`src/rtl/tref_pkg.sv`:
```
package tref_pkg;

  typedef enum logic [1:0] {
    PS_IDLE = 2'd0,
    PS_ONES = 2'd1,
    PS_Z1   = 2'd2,
    PS_Z2   = 2'd3
  } preState_t;

  typedef enum logic [1:0] {
    TAG_CB = 2'd0,
    TAG_Y  = 2'd1,
    TAG_CR = 2'd2
  } compTag_t;

  // strobes handed from the control to the datapath
  typedef struct packed {
    logic codeHit;
    logic codeOk;
    logic fBit;
    logic vBit;
    logic hBit;
  } strobe_t;

  typedef struct packed {
    logic ok;
    logic f;
    logic v;
    logic h;
  } flags_t;

  // timing word payload: {F, V, H, P3, P2, P1, P0}
  function automatic flags_t repairFlags(input logic [6:0] tw);
    logic f, v, h;
    logic [3:0] syn;
    flags_t r;
    f = tw[6];
    v = tw[5];
    h = tw[4];
    syn = {tw[3] ^ v ^ h, tw[2] ^ f ^ h, tw[1] ^ f ^ v, tw[0] ^ f ^ v ^ h};
    r = '{ok: 1'b1, f: f, v: v, h: h};
    case (syn)
      4'b0000, 4'b0001, 4'b0010, 4'b0100, 4'b1000: ;
      4'b0111: r.f = ~f;
      4'b1011: r.v = ~v;
      4'b1101: r.h = ~h;
      default: r.ok = 1'b0;
    endcase
    return r;
  endfunction

  function automatic compTag_t phaseToTag(input logic [1:0] ph);
    case (ph)
      2'd0: return TAG_CB;
      2'd2: return TAG_CR;
      default: return TAG_Y;
    endcase
  endfunction

endpackage

```
`src/rtl/tref_ctrl.sv`:
```
module tref_ctrl
  import tref_pkg::*;
#(
  parameter int DATA_W = 10,
  parameter int LOW_IGNORE = 2
) (
  input  logic              clk,
  input  logic              rst,
  input  logic              narrowMode,
  input  logic [DATA_W-1:0] vidIn,
  output strobe_t           strobes
);

  localparam logic [DATA_W-1:0] LOW_MASK = DATA_W'((1 << LOW_IGNORE) - 1);
  localparam int PAY_HI = DATA_W - 2;
  localparam int PAY_LO = DATA_W - 8;

  preState_t        preState, preNext;
  logic [DATA_W-1:0] cmpMask;
  logic              isOnes, isZeros;
  flags_t            fixed;

  assign cmpMask = narrowMode ? LOW_MASK : '0;
  assign isOnes  = &(vidIn | cmpMask);
  assign isZeros = ~|(vidIn & ~cmpMask);

  always_comb begin
    preNext = PS_IDLE;
    if (isOnes) begin
      preNext = PS_ONES;
    end else begin
      case (preState)
        PS_ONES: preNext = isZeros ? PS_Z1 : PS_IDLE;
        PS_Z1:   preNext = isZeros ? PS_Z2 : PS_IDLE;
        default: preNext = PS_IDLE;
      endcase
    end
  end

  always_ff @(posedge clk) begin
    if (rst) preState <= PS_IDLE;
    else     preState <= preNext;
  end

  assign fixed = repairFlags(vidIn[PAY_HI:PAY_LO]);

  always_comb begin
    strobes.codeHit = (preState == PS_Z2);
    strobes.codeOk  = fixed.ok;
    strobes.fBit    = fixed.f;
    strobes.vBit    = fixed.v;
    strobes.hBit    = fixed.h;
  end

  // a code needs four words, so two hits are never adjacent
  a_r2_hit_spacing: assert property (@(posedge clk) disable iff (rst)
    strobes.codeHit |=> !strobes.codeHit);

  // the preamble must pass through both zero states before a hit
  a_r2_hit_after_zero: assert property (@(posedge clk) disable iff (rst)
    (preState == PS_Z2) |-> $past(preState == PS_Z1));

endmodule

```
`src/rtl/tref_datapath.sv`:
```
module tref_datapath
  import tref_pkg::*;
#(
  parameter int DATA_W = 10,
  parameter int PIPE_D = 3
) (
  input  logic              clk,
  input  logic              rst,
  input  logic [DATA_W-1:0] vidIn,
  input  strobe_t           strobes,
  output logic              hsyncOut,
  output logic              vsyncOut,
  output logic              fieldOut,
  output logic              codeErr,
  output logic              sampleValid,
  output logic [DATA_W-1:0] sampleOut,
  output logic [1:0]        compTag
);

  logic [DATA_W-1:0] histWord [PIPE_D];
  logic              histVld  [PIPE_D];
  compTag_t          histTag  [PIPE_D];
  logic              activeState;
  logic [1:0]        phase;

  // word history: stage 0 takes the bus, later stages shift
  genvar gi;
  generate
    for (gi = 0; gi < PIPE_D; gi++) begin : g_hist
      always_ff @(posedge clk) begin
        if (rst) begin
          histWord[gi] <= '0;
          histVld[gi]  <= 1'b0;
          histTag[gi]  <= TAG_CB;
        end else begin
          if (gi == 0) begin
            histWord[gi] <= vidIn;
            histTag[gi]  <= phaseToTag(phase);
            histVld[gi]  <= activeState && !strobes.codeHit;
          end else begin
            histWord[gi] <= histWord[gi-1];
            histTag[gi]  <= histTag[gi-1];
            histVld[gi]  <= histVld[gi-1] && !strobes.codeHit;
          end
        end
      end
    end
  endgenerate

  always_ff @(posedge clk) begin
    if (rst) begin
      sampleValid <= 1'b0;
      sampleOut   <= '0;
      compTag     <= TAG_CB;
    end else begin
      sampleOut   <= histWord[PIPE_D-1];
      compTag     <= histTag[PIPE_D-1];
      sampleValid <= histVld[PIPE_D-1] && !strobes.codeHit;
    end
  end

  always_ff @(posedge clk) begin
    if (rst) begin
      activeState <= 1'b0;
      phase       <= '0;
      hsyncOut    <= 1'b0;
      vsyncOut    <= 1'b0;
      fieldOut    <= 1'b0;
      codeErr     <= 1'b0;
    end else if (strobes.codeHit) begin
      if (strobes.codeOk) begin
        fieldOut <= strobes.fBit;
        vsyncOut <= strobes.vBit;
        hsyncOut <= strobes.hBit;
        if (strobes.hBit) begin
          activeState <= 1'b0;
        end else begin
          activeState <= !strobes.vBit;
          phase       <= '0;
        end
      end else begin
        codeErr <= 1'b1;
      end
    end else if (activeState) begin
      phase <= phase + 2'd1;
    end
  end

  // reset clears the sync outputs, the flag and the sample strobe
  a_r1_reset_clear: assert property (@(posedge clk)
    rst |=> (!hsyncOut && !vsyncOut && !fieldOut && !codeErr && !sampleValid));

  // the error flag only clears through reset
  a_r5_err_sticky: assert property (@(posedge clk) disable iff (rst)
    codeErr |=> codeErr);

  // a word that cannot be repaired leaves the sync outputs alone
  a_r5_bad_hold: assert property (@(posedge clk) disable iff (rst)
    (strobes.codeHit && !strobes.codeOk) |=> $stable({hsyncOut, vsyncOut, fieldOut}));

  // sync outputs move only on a code
  a_r11_sync_hold: assert property (@(posedge clk) disable iff (rst)
    !strobes.codeHit |=> $stable({hsyncOut, vsyncOut, fieldOut}));

  // the preamble word leaving the pipe at a hit is not tagged
  a_r7_no_tag_on_hit: assert property (@(posedge clk) disable iff (rst)
    strobes.codeHit |=> !sampleValid);

  // the unused tag code never appears
  a_r6_tag_legal: assert property (@(posedge clk) disable iff (rst)
    sampleValid |-> (compTag != 2'd3));

  // Cb is followed by Y while the stream stays valid
  a_r6_cb_then_y: assert property (@(posedge clk) disable iff (rst)
    (sampleValid && compTag == TAG_CB) |=> (!sampleValid || compTag == TAG_Y));

endmodule

```
`src/rtl/tref_sync_decoder.sv`:
```
module tref_sync_decoder
  import tref_pkg::*;
#(
  parameter int DATA_W = 10
) (
  input  logic              clk,
  input  logic              rst,
  input  logic              narrowMode,
  input  logic [DATA_W-1:0] vidIn,
  output logic              hsyncOut,
  output logic              vsyncOut,
  output logic              fieldOut,
  output logic              codeErr,
  output logic              sampleValid,
  output logic [DATA_W-1:0] sampleOut,
  output logic [1:0]        compTag
);

  localparam int LOW_IGNORE = DATA_W - 8;

  strobe_t strobes;

  tref_ctrl #(.DATA_W(DATA_W), .LOW_IGNORE(LOW_IGNORE)) u_ctrl (
    .clk        (clk),
    .rst        (rst),
    .narrowMode (narrowMode),
    .vidIn      (vidIn),
    .strobes    (strobes)
  );

  tref_datapath #(.DATA_W(DATA_W), .PIPE_D(3)) u_dp (
    .clk         (clk),
    .rst         (rst),
    .vidIn       (vidIn),
    .strobes     (strobes),
    .hsyncOut    (hsyncOut),
    .vsyncOut    (vsyncOut),
    .fieldOut    (fieldOut),
    .codeErr     (codeErr),
    .sampleValid (sampleValid),
    .sampleOut   (sampleOut),
    .compTag     (compTag)
  );

endmodule

```
`config.mk`:
```
export PLATFORM = sky130hd
export DESIGN_NAME = tref_sync_decoder
export DESIGN_NICKNAME = d
export VERILOG_FILES = /design/src/rtl/tref_pkg.sv /design/src/rtl/tref_ctrl.sv /design/src/rtl/tref_datapath.sv /design/src/rtl/tref_sync_decoder.sv
export SDC_FILE = /design/constraint.sdc
export NUM_CORES = 1
export LEC_CHECK = 0
export BUFFER_PORTS_ARGS = -buffer_cell sky130_fd_sc_hd__buf_4
export CAP_MARGIN = 20
export CORE_ASPECT_RATIO = 0.7
export CORE_MARGIN = 8
export CORE_UTILIZATION = 56
export CTS_CLUSTER_SIZE = 25
export DETAILED_ROUTE_END_ITERATION = 10
export PLACE_DENSITY = 0.78
export REMOVE_ABC_BUFFERS = 1
export SETUP_SLACK_MARGIN = 0.15
export SLEW_MARGIN = 20
export SYNTH_ARGS = -nofsm -noshare
export SYNTH_HDL_FRONTEND = slang
export SYNTH_HIERARCHICAL = 1
export SYNTH_SLANG_ARGS = --single-unit
```
`constraint.sdc`:
```
create_clock -name clk -period 2.3 [get_ports clk]
set_input_delay 0.345 -clock clk [delete_from_list [all_inputs] [get_ports clk]]
set_output_delay 0.345 -clock clk [all_outputs]
set_load 0.005 [all_outputs]
```
# [Word-level counts from Yosys, hierarchy flattened]
# Memories as Yosys holds them, arrays and structs flattened. A register that Yosys moved wholly into a read port is not among the register bits.
# Index checks and enable logic that the tools add are counted.
[op_classes] addsub=1 eq_ne=13 muxes=28 bitwise=25 reduce_logical=16
[ops] operator="$mux 10" count=3
[ops] operator="$mux 2" count=11
[ops] operator="$eq 4x4->1 const B" count=3
[ops] operator="$mux 1" count=12
[ops] operator="$and 10x10->10" count=1
[ops] operator="$not 10->10" count=1
[ops] operator="$or 10x10->10" count=1
[ops] operator="$reduce_and 10->1" count=1
[ops] operator="$reduce_or 10->1" count=1
[ops] operator="$or 1x1->1" count=9
[ops] operator="$xor 1x1->1" count=9
[ops] operator="$eq 4x3->1 const B" count=2
[ops] operator="$pmux 2 s2" count=2
[ops] operator="$reduce_or 8->1" count=1
[ops] operator="$eq 2x2->1 const B" count=3
[ops] operator="$eq 4x1->1 const B" count=1
[ops] operator="$eq 4x2->1 const B" count=1
[ops] operator="$logic_and 1x1->1" count=4
[ops] operator="$logic_not 4->1" count=1
[ops] operator="$ne 2x2->1 const B" count=2
[ops] operator="$not 1->1" count=4
[ops] operator="$reduce_and 2->1" count=2
[ops] operator="$reduce_and 3->1" count=1
[ops] operator="$add 2x1->2 const B" count=1
[ops] operator="other kinds (5)" count=6
[word_totals] register_bits=10 ramBits=39 inputBits=13 n_memories=3
[mem_list] memory="u_dp.histWord" words=3 width=10 read_ports=3 rd_ports_with_merged_regs=1 wr=3 line="tref_datapath.sv:20" rtl="logic [DATA_W-1:0] histWord [PIPE_D];"
[mem_list] memory="u_dp.histTag" words=3 width=2 read_ports=3 rd_ports_with_merged_regs=1 wr=3 line="tref_datapath.sv:22" rtl="compTag_t histTag [PIPE_D];"
[mem_list] memory="u_dp.histVld" words=3 width=1 read_ports=3 rd_ports_with_merged_regs=0 wr=3 line="tref_datapath.sv:21" rtl="logic histVld [PIPE_D];"

# [Logic depth before layout (Yosys ltp)]
# Gate-level depths: netlist (run 1).
[logic_depth] word_depth=8 ltp_mapped=8

# [Cells and area by module]
# The synthesis (run 1) kept the hierarchy.
[modules_own_cells] module="tref_datapath" n_inst=1 cells_each=147 area_per_inst_um2=1774.2 seq_area_each_um2=1181.1
[modules_own_cells] module="tref_ctrl" n_inst=1 cells_each=66 area_per_inst_um2=495.5 seq_area_each_um2=40.0

# [Worst setup path after synthesis (run 1)]
# Ideal clock, no wire load.
[synth_path] path_kind="input-to-reg" from="in vidIn[6]" to="reg u_dp.phase[1]" arrival_ns=1.870 required_ns=2.204 setup_slack_ns=0.334 cell_stages=8 n_path_buf=2 path_cell_list="buf_4 xnor2_1 xnor2_1 a222oi_1 a22oi_1 buf_6 and3b_4 o41ai_2"
[synth_rtl] item="from (decl)" line="tref_sync_decoder.sv:9" rtl="input logic [DATA_W-1:0] vidIn,"
[synth_rtl] item="to (signal assigned)" line="tref_datapath.sv:85" rtl="phase <= phase + 2'd1;"
[synth_rtl] item="to (decl)" line="tref_datapath.sv:24" rtl="logic [1:0] phase;"

==> results of run 1 <==
## critical path: stages
cell and delay (ns):
buf_4 0.15, xor2_1 0.37, nor2_1 0.15, a222oi_1 0.33, a22oi_1 0.29, and3b_4 0.29
o41ai_2 0.25
## report_power, final
| group | switching [uW] | internal, uW | total, uW |
|---|---|---|---|
| combinational | 94.4 | 66.3 | 161 |
| sequential | 4.13 | 1080 | 1080 |
| clock | 379 | 526 | 905 |
| total | 478 | 1670 | 2150 |
## cell families (layout without fill, tap and decap cells)
kind of cell | count (synthesis) | in the layout | synth area share
and+or+nand+nor | 90 | 90 | 0.2459
DFF | 61 | 61 | 0.5380
AOI/OAI and AO/OA | 27 | 27 | 0.09814
buffers and inverters | 20 | 52 | 0.04355
xor gates and xnor gates | 9 | 9 | 0.04135
adders and majority gates | 6 | 6 | 0.03308
## per-layer routing
metal  global-route usage  vias up
li1                     -      763
met1               0.1487      666
met2               0.1804       38
met3              0.07676        7
met4              0.06406        0
met5                    0        -
## final timing paths
check / endpoint / slack, ns
hold reg to reg: u_dp/sampleValid$_SDFF_PP0_ / 0.43
hold / removal: u_dp/histWord[0][1]$_SDFF_PP0_ / 0.25
setup / recovery: u_dp/phase[1]$_SDFFE_PP0P_ / 0.35
setup reg to reg: u_ctrl/preState[0]$_SDFF_PP0_ / 0.86
## cell type report
| class | instances | area, um2 | area share |
|---|---|---|---|
| clock buffers | 12 | 145.1 | 0.05431 |
| clock inverters | 4 | 47.55 | 0.01779 |
| inverters | 7 | 26.28 | 0.009831 |
| multi-input cells | 132 | 949.7 | 0.3553 |
| flip-flops and latches | 61 | 1221 | 0.4569 |
| well taps | 52 | 65.06 | 0.02434 |
| repair buffers | 29 | 217.7 | 0.08146 |
## cells in the mapped netlist (3+ instances only)
cell type	instances	area [um2]
a21bo_1	4	40.04
a21oi_1	8	40.04
a311oi_1	3	26.28
and2_1	4	25.02
buf_2	4	20.02
buf_4	3	22.52
clkbuf_1	5	18.77
dfxtp_1	61	1221
ha_1	6	75.07
inv_1	7	26.28
nand3_1	6	30.03
nor2_1	8	30.03
nor2b_1	49	306.5
nor4_1	4	25.02
xnor2_1	3	26.28
xor2_1	4	35.03
## metrics by stage
stage	hold slack, ns	setup slack [ns]	total power [uW]
detailed placement	0.4176	0.05807	1267
global route	0.2455	0.2166	2247
floorplan	0.4057	0.4612	1197
CTS	0.2353	0.4086	2177
finish	0.2488	0.3483	2150
global placement	0.4083	0.08292	1267
## registers in the layout, indices dropped and copies added, names as in the netlist, 2 cells and up
signal	count
u_dp/histWord	30
u_dp/histTag	6
u_ctrl/preState	2
u_dp/compTag	2
u_dp/phase	2
u_dp/sampleOut	10
u_dp/histVld	3
==> key figures, run 1 <==
Outcome
  – Outcome: finished, final reports clean

Worst setup path
  – Worst setup startpoint: vidIn[6]
  – Critical Path End Type: flip-flop
  – Reg2Reg Launch Point: u_ctrl/preState[0]$_SDFF_PP0_
  – Worst endpoint required time: 2.54 ns
  – Worst R2R Path Depth: 5
  – Largest fanout on the critical path: 10
  – Data arrival, critical path: 2.19 ns
  – Startpoint Class: input port
  – Crit Path Class: in -> reg

Floorplanning
  – Cell Rows: 19
  – Die ar.: 6379 um2
  – Die Span Y: 69.27 um
  – Die width: 92.09 um
  – # IOs: 30
  – Core box area: 3899 um2
  – Starting Density: 0.5822

STA
  – Final Hold Fails: 0
  – Clock skew: 0.005109 ns
  – Final Max Tran Viols: 0
  – Min Clock Period, post-route: 1.952 ns
  – Fmax: 0.5124 GHz
  – Final Setup Violations: 0
  – RSZ-0062 raised after global routing: no
  – TNS Setup: 0 ns
  – Post-route clock period utilization: 0.8486
  – Slew Limit Headroom: 0.5117
  – Least-Margin Pin Slew: 0.7324 ns

Final layout
  – FILL cells: 315
  – Antenna diode count: 0
  – Fin util: 0.6855
  – Post-Layout Inst Area: 2673 um2
  – Most frequent cells in the layout: dfxtp_1, nor2b_1, buf_4
  – NumNets Final: 259
  – Final non-filler cell total: 297
  – Area added between synthesis and finish: 17.75%
  – Share of cells above drive strength 1: 0.2041
  – Most common cell after layout, fill and taps aside: dfxtp_1

CTS
  – Num CTS Buffers: 9
  – Max clock buf depth: 2
  – Number of H-tree levels: 3
  – Post-CTS resize count: 0
  – Post-CTS Setup Inserts: 0
  – CTS tree: done
  – Clk sinks: 61
  – Root buffer cell: clkbuf_8
  – Clk slew on worst S/H paths: 0.06 ns
  – Worst skew pair latency: 0.33 ns
  – Hold-fix buffers, CTS: 0

Place
  – Placed wire-length estimate: 2415 um
  – Placement Cell Area: 2480 um2
  – I/O Buffers: 29
  – Placed cell count: 281
  – GP Congestion: 0.8271

Synth
  – Synth Cell Area: 2270 um2
  – EDFF count, synth: 0
  – Synth Flop Type: dfxtp_1
  – Async SR Flop Fraction: 0
  – Cells after Synth: 213
  – Synth unique cells: 44
  – Yosys warnings: 6
  – Mapped Avg Cell Area: 10.66 um2
  – Flops & latches, synth: 61
  – Sequential area share after synthesis: 0.5380

Routing
  – Drt pass-1 iters: 4
  – Wl on met1: 1771 um
  – Total number of vias: 1,474
  – Vias per inst: 4.963
  – Met2 Routed Length: 1615 um
  – # DRC: 0
  – DRT iter0 DRCs: 70
  – WL final: 3699 um
  – Met3 WL: 262 um
  – DRT antenna net count: 0
  – WL per Instance: 12.45 um
  – Highest Signal Layer: met4

GRT
  – Initial antenna violation count: 0
  – Largest net degree at the start of global routing: 62
  – First-pass GRT wire length: 6506 um
  – Number of global-route vias before repair: 1,450
  – Total grt overflow: 0
  – Total GRT Usage: 0.1280

Power and ir drop
  – PwrDens: 804.6 nW/um2
  – Leakage: 0.001083 uW
  – Maximum VDD drop: 0.4582 mV

Flow run
  – Max-cap check violation count: 0

Hold path
  – Startpoint of the worst hold path: vidIn[1]
  – Hold path depth: 2
  – Hold WC Path Type: in -> reg
Power figures use the tool's default switching activity.
==> inputs of run 2 (changes only) <==
CORE_UTILIZATION = 50   (was 56)
PLACE_DENSITY = 0.73   (was 0.78)
clock period = 1.6 ns   (was 2.3 ns; I/O delays follow)
==> key figures, run 2 (same netlist as run 1, synthesis figures left out) <==
Place
  – Pre-CTS WS: -0.2928 ns
  – Placed wire-length estimate: 2664 um
  – I/O Buffers: 29
  – Placement Cell Area: 2656 um2
  – GP Congestion: 0.8487

GRT
  – First-pass GRT wire length: 6831 um
  – Total GRT Usage: 0.1274
  – Number of global-route vias before repair: 1,522
  – Largest net degree at the start of global routing: 36
  – Total grt overflow: 0
  – Initial antenna violation count: 0

Final layout
  – Max FFs per register: 30
  – NumNets Final: 286
  – Area added between synthesis and finish: 37.87%
  – Post-Layout Inst Area: 3129 um2
  – Most common cell after layout, fill and taps aside: dfxtp_1
  – FILL cells: 331
  – Share of cells above drive strength 1: 0.3640
  – Top Registers: u_dp/histWord: 30 flops, u_dp/sampleOut: 10 flops, u_dp/histTag: 6 flops
  – Antenna diode count: 0
  – Fin util: 0.7187
  – Biggest register: u_dp/histWord
  – Most frequent cells in the layout: dfxtp_1, buf_4, nor2b_1

Floorplanning
  – Die Span Y: 72.37 um
  – # IOs: 30
  – Die width: 96.53 um
  – Core box area: 4354 um2
  – Die ar.: 6986 um2
  – Cell Rows: 20
  – Starting Density: 0.5213

Routing
  – Total number of vias: 1,654
  – DRT iter0 DRCs: 64
  – WL final: 4551 um
  – DRT antenna net count: 0
  – Vias per inst: 5.058
  – # DRC: 0
  – Drt pass-1 iters: 5
  – WL per Instance: 13.92 um

Power and ir drop
  – Maximum VDD drop: 0.7643 mV
  – PwrDens: 1105 nW/um2
  – Leakage: 0.001285 uW

Worst setup path
  – Worst Path Buf+Inv: 2
  – Slowest CP cell: a222oi_1
  – Largest fanout on the critical path: 5
  – Worst R2R Path Depth: 3
  – Delay-heaviest family, CP: compound AO/OA/AOI/OAI gates
  – Worst path most repeated cell: buf_6
  – Crit Path Class: in -> reg
  – Crit path depth: 8
  – Startpoint Class: input port
  – Critical Path, Cell by Cell: buf_6, xor2_4, nor2_2, a222oi_1, a22oi_2, buf_6, a21bo_1, a21oi_2
  – Worst endpoint required time: 1.87 ns
  – Max stage delay on crit path: 0.44 ns
  – Critical Path End Type: flip-flop
  – Data arrival, critical path: 1.82 ns

CTS
  – Clk sinks: 61
  – Clk slew on worst S/H paths: 0.07 ns
  – Max clock buf depth: 2
  – CTS tree: done
  – Hold-fix buffers, CTS: 0
  – Worst skew pair latency: 0.33 ns
  – Number of H-tree levels: 3
  – Root buffer cell: clkbuf_8
  – Num CTS Buffers: 9

Outcome
  – Outcome: finished, final reports clean

STA
  – Final Setup Violations: 0
  – Least-Margin Pin Slew: 0.4185 ns
  – Min Clock Period, post-route: 1.554 ns
  – Final worst setup slack: 0.04593 ns
  – Post-route clock period utilization: 0.9713
  – RSZ-0062 raised after global routing: yes
  – TNS Setup: 0 ns
  – Fmax: 0.6435 GHz
  – Final Hold Fails: 0
  – Slew Limit Headroom: 0.7210
  – Final Max Tran Viols: 0
  – Clock skew: 0.005936 ns

Hold path
  – Hold path depth: 2
  – Hold WC Path Type: in -> reg

Flow run
  – Max-cap check violation count: 0
## run 2: final timing paths
path | endpoint | startpoint | slack [ns]
worst max-delay path | u_dp/vsyncOut$_SDFFE_PP0P_ | vidIn[3] | 0.05
worst min-delay path | u_dp/histWord[0][0]$_SDFF_PP0_ | vidIn[0] | 0.14
worst max register to register | u_dp/phase[0]$_SDFFE_PP0P_ | u_ctrl/preState[0]$_SDFF_PP0_ | 0.21
worst min register to register | u_dp/histVld[1]$_SDFF_PP0_ | u_dp/histVld[0]$_SDFF_PP0_ | 0.43
## run 2: through the flow
step / std cells / hold WS, ns / power [uW]
2_1_floorplan: 200 / 0.3091 / 1720
3_3_place_gp: 307 / 0.4084 / 1883
3_5_place_dp: 307 / 0.4165 / 1889
4_1_cts: 325 / 0.1306 / 3405
5_1_grt: 327 / 0.1364 / 3606
6_report: 327 / 0.1402 / 3458
## run 2: timing repair
item,in CTS,in global routing
cloned,1,0
setup endpoints to repair,7,9
pin swaps,15,14
resized for setup,16,25
setup buffers,1,2
## run 2: layer usage
layer / routed length (um) / global-route usage / up-vias
met1: 2017 / 0.1449 / 770
li1: - / - / 823
met3: 326 / 0.06392 / 11
met5: 0 / 0 / -
met4: 92 / 0.06522 / 0
met2: 2115 / 0.1916 / 50
## run 2: power breakdown
part           internal [uW]  switching (uW)
Combinational            216             208
Clock                    877             599
Sequential              1550            6.22
Total                   2640             814
## run 2: cell type report
cell class / instances / area, um2 / share of cell area
Clock inverter: 6 / 86.33 / 0.02759
Inverter: 7 / 26.28 / 0.008397
Sequential cell: 61 / 1222 / 0.3906
Timing Repair Buffer: 56 / 464.2 / 0.1483
Tap cell: 55 / 68.82 / 0.02199
Multi-Input combinational cell: 132 / 1134 / 0.3623
Clock buffer: 10 / 127.6 / 0.04078
